$ cat src/rtl/subq_pkg.sv
// Shared constants and the serial CRC step for the subcode Q extractor.
// Assumes earliest-bit-first CRC division with a zero initial value.
package subq_pkg;
    parameter int SYM_W    = 8;
    parameter int Q_POS    = 6;
    parameter int Q_BITS   = 96;
    parameter int CRC_W    = 16;
    parameter int BYTE_W   = 8;
    parameter logic [15:0] CRC_POLY = 16'h1021;

    localparam int DATA_BITS = Q_BITS - CRC_W;
    localparam int CNT_W     = $clog2(Q_BITS + 1);
    localparam int BIDX_W    = $clog2(BYTE_W);

    // One CRC division step for a single input bit.
    function automatic logic [CRC_W-1:0] crc_step(input logic [CRC_W-1:0] c, input logic b);
        logic fb;
        fb = c[CRC_W-1] ^ b;
        crc_step = {c[CRC_W-2:0], 1'b0} ^ (fb ? CRC_POLY[CRC_W-1:0] : '0);
    endfunction
endpackage

$ cat src/rtl/subq_sync_det.sv
// Block-sync pair detector. Raises a frame-long block-start level after a
// second-sync strobe that directly follows a first-sync strobe.
// Assumes the two sync flags are never both set on one strobe.
module subq_sync_det (
    input  logic clk,
    input  logic rst_n,
    input  logic frm_stb,
    input  logic sym_s0,
    input  logic sym_s1,
    output logic blk_set,
    output logic data_stb,
    output logic blk_start,
    output logic sync_out
);
    logic prev_s0;
    logic blk_q;
    logic sync_q;

    // Block begins on the second-sync strobe right after a first-sync strobe.
    assign blk_set  = frm_stb & sym_s1 & prev_s0;
    // Strobes that carry no sync flag are data frames.
    assign data_stb = frm_stb & ~sym_s0 & ~sym_s1;

    // Remember the last frame's sync flag and hold block start for one frame.
    always_ff @(posedge clk) begin
        if (!rst_n) begin
            prev_s0 <= 1'b0;
            blk_q   <= 1'b0;
            sync_q  <= 1'b0;
        end else if (frm_stb) begin
            prev_s0 <= sym_s0;
            blk_q   <= blk_set;
            sync_q  <= blk_set & (sym_s0 | sym_s1);
        end
    end

    assign blk_start = blk_q;
    assign sync_out  = sync_q;


    blk_rise_chk: assert property (@(posedge clk) disable iff (!rst_n)
        $rose(blk_start) |-> $past(frm_stb && sym_s1));

    blk_hold_chk: assert property (@(posedge clk) disable iff (!rst_n)
        !frm_stb |=> $stable(blk_start));
endmodule

$ cat src/rtl/subq_assemble.sv
// Q-channel assembler. Collects up to Q_BITS Q bits per block, raises a
// byte-load request on every byte boundary and checks the CRC, whose result
// is latched at the next block start. Check bits arrive inverted.
module subq_assemble
    import subq_pkg::*;
(
    input  logic              clk,
    input  logic              rst_n,
    input  logic              blk_set,
    input  logic              data_stb,
    input  logic              q_in,
    output logic              q_ser,
    output logic              q_stb,
    output logic              ld_req,
    output logic [BYTE_W-1:0] ld_byte,
    output logic              crc_ok
);
    localparam logic [CNT_W-1:0] QMAX  = CNT_W'(Q_BITS);
    localparam logic [CNT_W-1:0] DMAX  = CNT_W'(DATA_BITS);

    logic              in_blk;
    logic [CNT_W-1:0]  cnt;
    logic [BYTE_W-2:0] acc;
    logic [CRC_W-1:0]  crc;
    logic              take;
    logic              div_bit;

    // Accept a Q bit only inside a block and below the field length.
    assign take    = data_stb & in_blk & (cnt < QMAX);
    // Check bits are stored inverted, so undo that before dividing.
    assign div_bit = (cnt < DMAX) ? q_in : ~q_in;
    assign ld_req  = take & (cnt[BIDX_W-1:0] == '1);
    assign ld_byte = {acc, q_in};

    // Bit counter, byte accumulator, CRC register and latched result.
    always_ff @(posedge clk) begin
        if (!rst_n) begin
            in_blk <= 1'b0;
            cnt    <= '0;
            acc    <= '0;
            crc    <= '0;
            q_ser  <= 1'b0;
            q_stb  <= 1'b0;
            crc_ok <= 1'b0;
        end else begin
            q_stb <= take;
            if (blk_set) begin
                crc_ok <= in_blk && (cnt == QMAX) && (crc == '0);
                in_blk <= 1'b1;
                cnt    <= '0;
                crc    <= '0;
            end else if (take) begin
                cnt   <= cnt + CNT_W'(1);
                acc   <= {acc[BYTE_W-3:0], q_in};
                crc   <= crc_step(crc, div_bit);
                q_ser <= q_in;
            end
        end
    end


    crc_hold_chk: assert property (@(posedge clk) disable iff (!rst_n)
        !blk_set |=> $stable(crc_ok));

    cnt_bound_chk: assert property (@(posedge clk) disable iff (!rst_n)
        cnt <= QMAX);
endmodule

$ cat src/rtl/subq_readout.sv
// Byte readout register. Loads a Q byte on request and shifts it toward the
// MSB on each rising edge of an external clock that is sampled in clk.
// Assumes that clock is slow against clk; a load wins over a shift.
module subq_readout
    import subq_pkg::*;
(
    input  logic              clk,
    input  logic              rst_n,
    input  logic              rd_sclk,
    input  logic              ld_req,
    input  logic [BYTE_W-1:0] ld_byte,
    output logic              rd_dout,
    output logic              byte_ld
);
    logic              sclk_q;
    logic              rise;
    logic [BYTE_W-1:0] sr;

    assign rise = rd_sclk & ~sclk_q;

    // Edge detector, load/shift register and load pulse.
    always_ff @(posedge clk) begin
        if (!rst_n) begin
            sclk_q  <= 1'b0;
            sr      <= '0;
            byte_ld <= 1'b0;
        end else begin
            sclk_q  <= rd_sclk;
            byte_ld <= ld_req;
            if (ld_req)
                sr <= ld_byte;
            else if (rise)
                sr <= {sr[BYTE_W-2:0], 1'b0};
        end
    end

    assign rd_dout = sr[BYTE_W-1];


    sr_idle_chk: assert property (@(posedge clk) disable iff (!rst_n)
        (!ld_req && !rise) |=> $stable(sr));
endmodule

$ cat src/rtl/subq_extract.sv
// Subcode block sync and Q extractor top. Connects the pair detector, the Q
// assembler and the readout register. Only the Q bit of each symbol is used.
module subq_extract
    import subq_pkg::*;
(
    input  logic             clk,
    input  logic             rst_n,
    input  logic             frm_stb,
    input  logic [SYM_W-1:0] sub_sym,
    input  logic             sym_s0,
    input  logic             sym_s1,
    input  logic             rd_sclk,
    output logic             blk_start,
    output logic             sync_out,
    output logic             q_ser,
    output logic             q_stb,
    output logic             byte_ld,
    output logic             rd_dout,
    output logic             crc_ok
);
    logic              blk_set;
    logic              data_stb;
    logic              ld_req;
    logic [BYTE_W-1:0] ld_byte;
    logic              sym_unused;

    // The P and R..W channels pass through unused.
    assign sym_unused = ^(sub_sym & ~(SYM_W'(1) << Q_POS));

    subq_sync_det u_sync (
        .clk       (clk),
        .rst_n     (rst_n),
        .frm_stb   (frm_stb),
        .sym_s0    (sym_s0),
        .sym_s1    (sym_s1),
        .blk_set   (blk_set),
        .data_stb  (data_stb),
        .blk_start (blk_start),
        .sync_out  (sync_out)
    );

    subq_assemble u_asm (
        .clk      (clk),
        .rst_n    (rst_n),
        .blk_set  (blk_set),
        .data_stb (data_stb),
        .q_in     (sub_sym[Q_POS]),
        .q_ser    (q_ser),
        .q_stb    (q_stb),
        .ld_req   (ld_req),
        .ld_byte  (ld_byte),
        .crc_ok   (crc_ok)
    );

    subq_readout u_rd (
        .clk     (clk),
        .rst_n   (rst_n),
        .rd_sclk (rd_sclk),
        .ld_req  (ld_req),
        .ld_byte (ld_byte),
        .rd_dout (rd_dout),
        .byte_ld (byte_ld)
    );


    sync_gate_chk: assert property (@(posedge clk) disable iff (!rst_n)
        sync_out |-> blk_start);

    qstb_src_chk: assert property (@(posedge clk) disable iff (!rst_n)
        q_stb |-> $past(frm_stb && !sym_s0 && !sym_s1));

    byte_ld_chk: assert property (@(posedge clk) disable iff (!rst_n)
        byte_ld |-> q_stb);
endmodule

$ cat config.mk
export PLATFORM = sky130hd
export DESIGN_NAME = subq_extract
export DESIGN_NICKNAME = d
export VERILOG_FILES = /design/src/rtl/subq_pkg.sv /design/src/rtl/subq_sync_det.sv /design/src/rtl/subq_assemble.sv /design/src/rtl/subq_readout.sv /design/src/rtl/subq_extract.sv
export SDC_FILE = /design/constraint.sdc
export NUM_CORES = 1
export LEC_CHECK = 0
export BUFFER_PORTS_ARGS = -buffer_cell sky130_fd_sc_hd__clkbuf_2
export CAP_MARGIN = 20
export CORE_MARGIN = 4
export CORE_UTILIZATION = 51
export DETAILED_ROUTE_END_ITERATION = 7
export GPL_TIMING_DRIVEN = 0
export MAX_ROUTING_LAYER = met4
export PLACE_DENSITY = 0.79
export SETUP_SLACK_MARGIN = 0.02
export SLEW_MARGIN = 15
export SYNTH_ARGS = -nofsm -noshare
export SYNTH_HDL_FRONTEND = slang
export SYNTH_SLANG_ARGS = --single-unit
$ cat constraint.sdc
create_clock -name clk -period 1.2 [get_ports clk]
set_input_delay 0.12 -clock clk [delete_from_list [all_inputs] [get_ports clk]]
set_output_delay 0.12 -clock clk [all_outputs]
set_load 0.01 [all_outputs]
Word level (Yosys, flattened, before mapping):

Index checks and enable logic that the tools add are counted.

* $lt $le $gt $ge: 2
* reduce and logical (&&, ||, !) cells: 6
* bitwise gates (word level): 18
* equal/unequal tests: 2
* multiplexer cells: 4
* add/sub/neg operators: 1

Operator list (count)
* $logic_not 16->1: 1
* $mux 8: 2
* $xor 16x16->16: 1
* $lt 7x7->1 const B: 2
* $mux 13: 1
* $and 1x1->1: 9
* $add 7x1->7 const B: 1
* $eq 7x7->1 const B: 1
* $not 1->1: 6
* $eq 3x3->1 const B: 1
* $logic_and 1x1->1: 2
* $reduce_and 2->1: 1
* $reduce_bool 2->1: 1
* $reduce_or 2->1: 1
* $mux 1: 1
* $or 1x1->1: 1
* $xor 1x1->1: 1

* bits in registers: 47

Longest topological paths before layout:

* depth after elaboration: 7
* gate-level depth with buffers: 6
* mapped depth without buffers: 6

Hierarchy:

Synthesis repeated with hierarchy kept, for this count alone.

* cell total of the unflattened synthesis: 216
* area, all modules: 1959.4 µm²

By module, submodules not included
* subq_assemble: cells an instance 164, seq. area each 660.6 µm², area each 1432.6 µm², instances 1
* subq_readout: cells an instance 40, seq. area each 200.2 µm², area each 406.6 µm², instances 1
* subq_sync_det: cells an instance 12, seq. area each 60.1 µm², area each 120.1 µm², instances 1

Worst setup path after synthesis:

No wires, ideal clock.

* path type: reg2reg
* start point: register u_asm.crc[14]
* end point: register u_asm.crc_ok
* arrival: 1.215 ns
* clock period less this slack: 1.285 ns
* data required time: 1.131 ns
* stages on the path, launching flop included: 5
* buffers on the path: 0
* slack: -0.085 ns
* path through: dfxtp_1 or4b_1 nor4_1 nand4_1 o21ai_1

* word-level cells in the longest chain between the ends: 2

Ends and longest elaborated chain
* from (decl): line subq_assemble.sv:24 `logic [CRC_W-1:0] crc;`
* from (signal assigned): line subq_assemble.sv:55 `crc <= crc_step(crc, div_bit);`
* $logic_not 16->1: line subq_assemble.sv:48 `crc_ok <= in_blk && (cnt == QMAX) && (crc == '0);`
* $logic_and 1x1->1: line subq_assemble.sv:48
* to (signal assigned): line subq_assemble.sv:48
* to (decl): line subq_assemble.sv:16 `output logic crc_ok`

Every way passes these cells.
A chain may end at the register's enable or synchronous reset.

Worst setup path after layout:

Same ends and word-level chain as after synthesis.

==> out/qor.yml <==
crit_required_ns: 1.44
drt_iter0_markers: 79
postRouteAntennaNets: 0
path_class: "flip-flop to flip-flop"
dpl_cell_area_um2: 2010
synth_top_cells_by_count: "nand2_1 (55), dfxtp_1 (46), a21oi_1 (18), mux2i_1 (9)"
vdd.ir_drop.worst_mv: 1.24
yosysMostFrequentCell: "nand2_1"
timing.setup.tns_ns: -4.14
outcome: "finished, violations left"
fmax_mhz: 707
grt_pass1_vias: 1497
vias: 1588
post-route-worst-setup-slack_ns: -0.214
diodes: 0
end_kind: "flip-flop"
port_buffers: 13
powerDensity_nw_per_um2: 1040
async_flop_share_pct: 0
synth_ff_type: "dfxtp_1"
syn_avg_cell_area_um2: 8.94
cts_tree: "yes"
netlist.area_leader.share_pct: 49.1
cpPeakStageDelay_ns: 0.53
grt_overflow_total: 0
utilization_pct: 71.9
clkTransAtPathRegs_ns: 0.08
setup_viol: 39
synthDistinctLibCells: 32
p_leak_nw: 1.09
drive_above_1_share_pct: 37.1
yosys_register_bits: 46
hpwl_mm: 2.47
hold_viol: 0
rsz0062_at_grt: "true"
regArea_um2: 930
firstDrtPassIters: 4
gp_congestion: 0.846
dpl.cell_count: 269
numCtsBuffers: 5
finalInstanceArea_um2: 2470
core_area_um2: 3440
dieArea_um2: 4710
cts_num_sinks: 46
crit_chain: "or4b_1 > nor4_2 > nand4_1 > o21ai_1"
rows: 21
die_h_um: 68.7
worstMarginPinSlew_ns: 0.390
crit_fanout: 3
ys_top_cells_by_area: "dfxtp_1 (49%), nand2_1 (11%), a21oi_1 (4.8%)"
wl_mm: 4.34
cp-start-kind: "flip-flop"
multi_input_area_um2: 1060
root_buffer: "clkbuf_8"
area_growth_pct: 31.9
grt_max_degree: 15
cts_hold_buffers: 0
avgRoutedWirePerCell_um: 14.9
vias_per_cell: 5.46
relSlewSlack_pct: 74.0
fin_crit_sh_pct: 118
slew_violations: 0
synth_top_area_cell: "dfxtp_1"
instances_no_fill: 291
dp_slack_ns: -0.238
die_w_um: 68.7
synthCells: 210
cp.arrival_ns: 1.66
top_level_ports: 21
skew_ns: 0.00412
cpMaxStageDelayCell: "or4b_1"
htreeDepth: 2
min_period_ns: 1.41
fin_nets: 261
clock_latency_ns: 0.30
synth-edff-count: 0
initial_core_util_pct: 54.5
synth_nets: 227
ys_warn_count: 0
yosysSeqAreaShare_pct: 49.1
grt_pass1_wl_mm: 6.94
hp-class: "input port to flip-flop"
num-fill-cells: 248
failed_checks: "negative setup slack"
p_total_mw: 2.58
max-cap-violations: 0
hold_slack_ns: 0.0339
antenna_found_initial: 0
grt_usage_pct: 20.8
cp_num_buf_inv: 0
critPathTopFamily: "simple AND/OR/NAND/NOR gates"
route.detailed.drc: 0
clockBufferDepth: 2
syn_area_um2: 1880
[registers in the layout, indices dropped and copies added, names as in the netlist]
name              count
u_rd.sr               8
u_asm.crc_ok          1
u_asm.q_stb           1
u_sync.prev_s0        1
u_asm.cnt             7
u_asm.in_blk          1
u_rd.byte_ld          1
u_sync.blk_start      1
u_asm.acc             7
u_asm.crc            16
u_sync.sync_out       1
u_rd.sclk_q           1
[area by class of cell]
| type | instances | share of cell area [%] |
|---|---|---|
| buffer | 10 | 3.44 |
| clock buffer | 6 | 2.93 |
| clock inverter | 2 | 0.556 |
| inverter | 4 | 0.607 |
| multi-input combinational | 149 | 42.7 |
| sequential | 46 | 37.6 |
| tap | 46 | 2.33 |
| timing repair buffer | 28 | 9.86 |
[layer usage]
metal  share of wire (%)  routed length (µm)  vias to the layer above  track usage [%]
met5                   0                   0                        -                -
met4                 2.4                 105                        0             12.7
met3                 3.5                 150                       10             4.05
met2                  51                2210                       35             33.6
met1                  43                1880                      763             23.7
li1                    -                   -                      780                -
[final timing paths]
kind	start	end	slack, ns	depth (start not counted)
setup / recovery	u_asm.crc[14]	u_asm.crc_ok	-0.21	4
hold / removal	rd_sclk	u_rd.sclk_q	0.03	2
setup reg to reg	u_asm.crc[14]	u_asm.crc_ok	-0.21	4
hold reg to reg	u_asm.acc[6]	u_asm.acc[6]	0.46	2
[cell families (layout without fill, tap and decap cells)]
logic type	Yosys count	count (layout)	share of synthesized area, %
flops	46	46	49.1
mux	9	9	4.80
simple gates	90	90	22.8
fa+ha+maj	3	3	2.00
compound gates	40	40	14.1
xor+xnor	7	7	3.27
buf+inv	15	50	3.93
[report_power, final]
part	internal [mW]	total (mW)	switching, mW
clock network	0.411	0.930	0.519
logic	0.0495	0.118	0.0680
registers	1.53	1.54	0.00435
total	1.99	2.58	0.591
[worst reg2reg max path: cells and delay by family, from the launching register on]
kind	cells	cell delay, ns
simple gates	3	0.89
flops	1	0.34
compound gates	1	0.13
[timing repair]
item | CTS | global route
endpoints found under the setup margin | 39 | 40
pin swaps | 8 | 14
gates cloned | 3 | 0
resized for setup | 41 | 38
setup buffers | 10 | 2
[cells in the final DEF (no fill, tap or decap), drive strengths merged]
master / count
xnor2: 3
clkinv: 2
and3: 2
o21ai: 3
dfxtp: 46
nor4: 4
nand4: 4
or4b: 1
o211a: 7
a21boi: 10
a211oi: 2
or4: 1
nand3: 4
xor2: 4
and2: 5
ha: 3
a21oi: 18
inv: 4
nand2b: 4
nand2: 56
buf: 20
nor2b: 2
nor2: 5
or3: 1
mux2i: 9
and4bb: 1
clkbuf: 24
(Power assumes the default switching activity.)
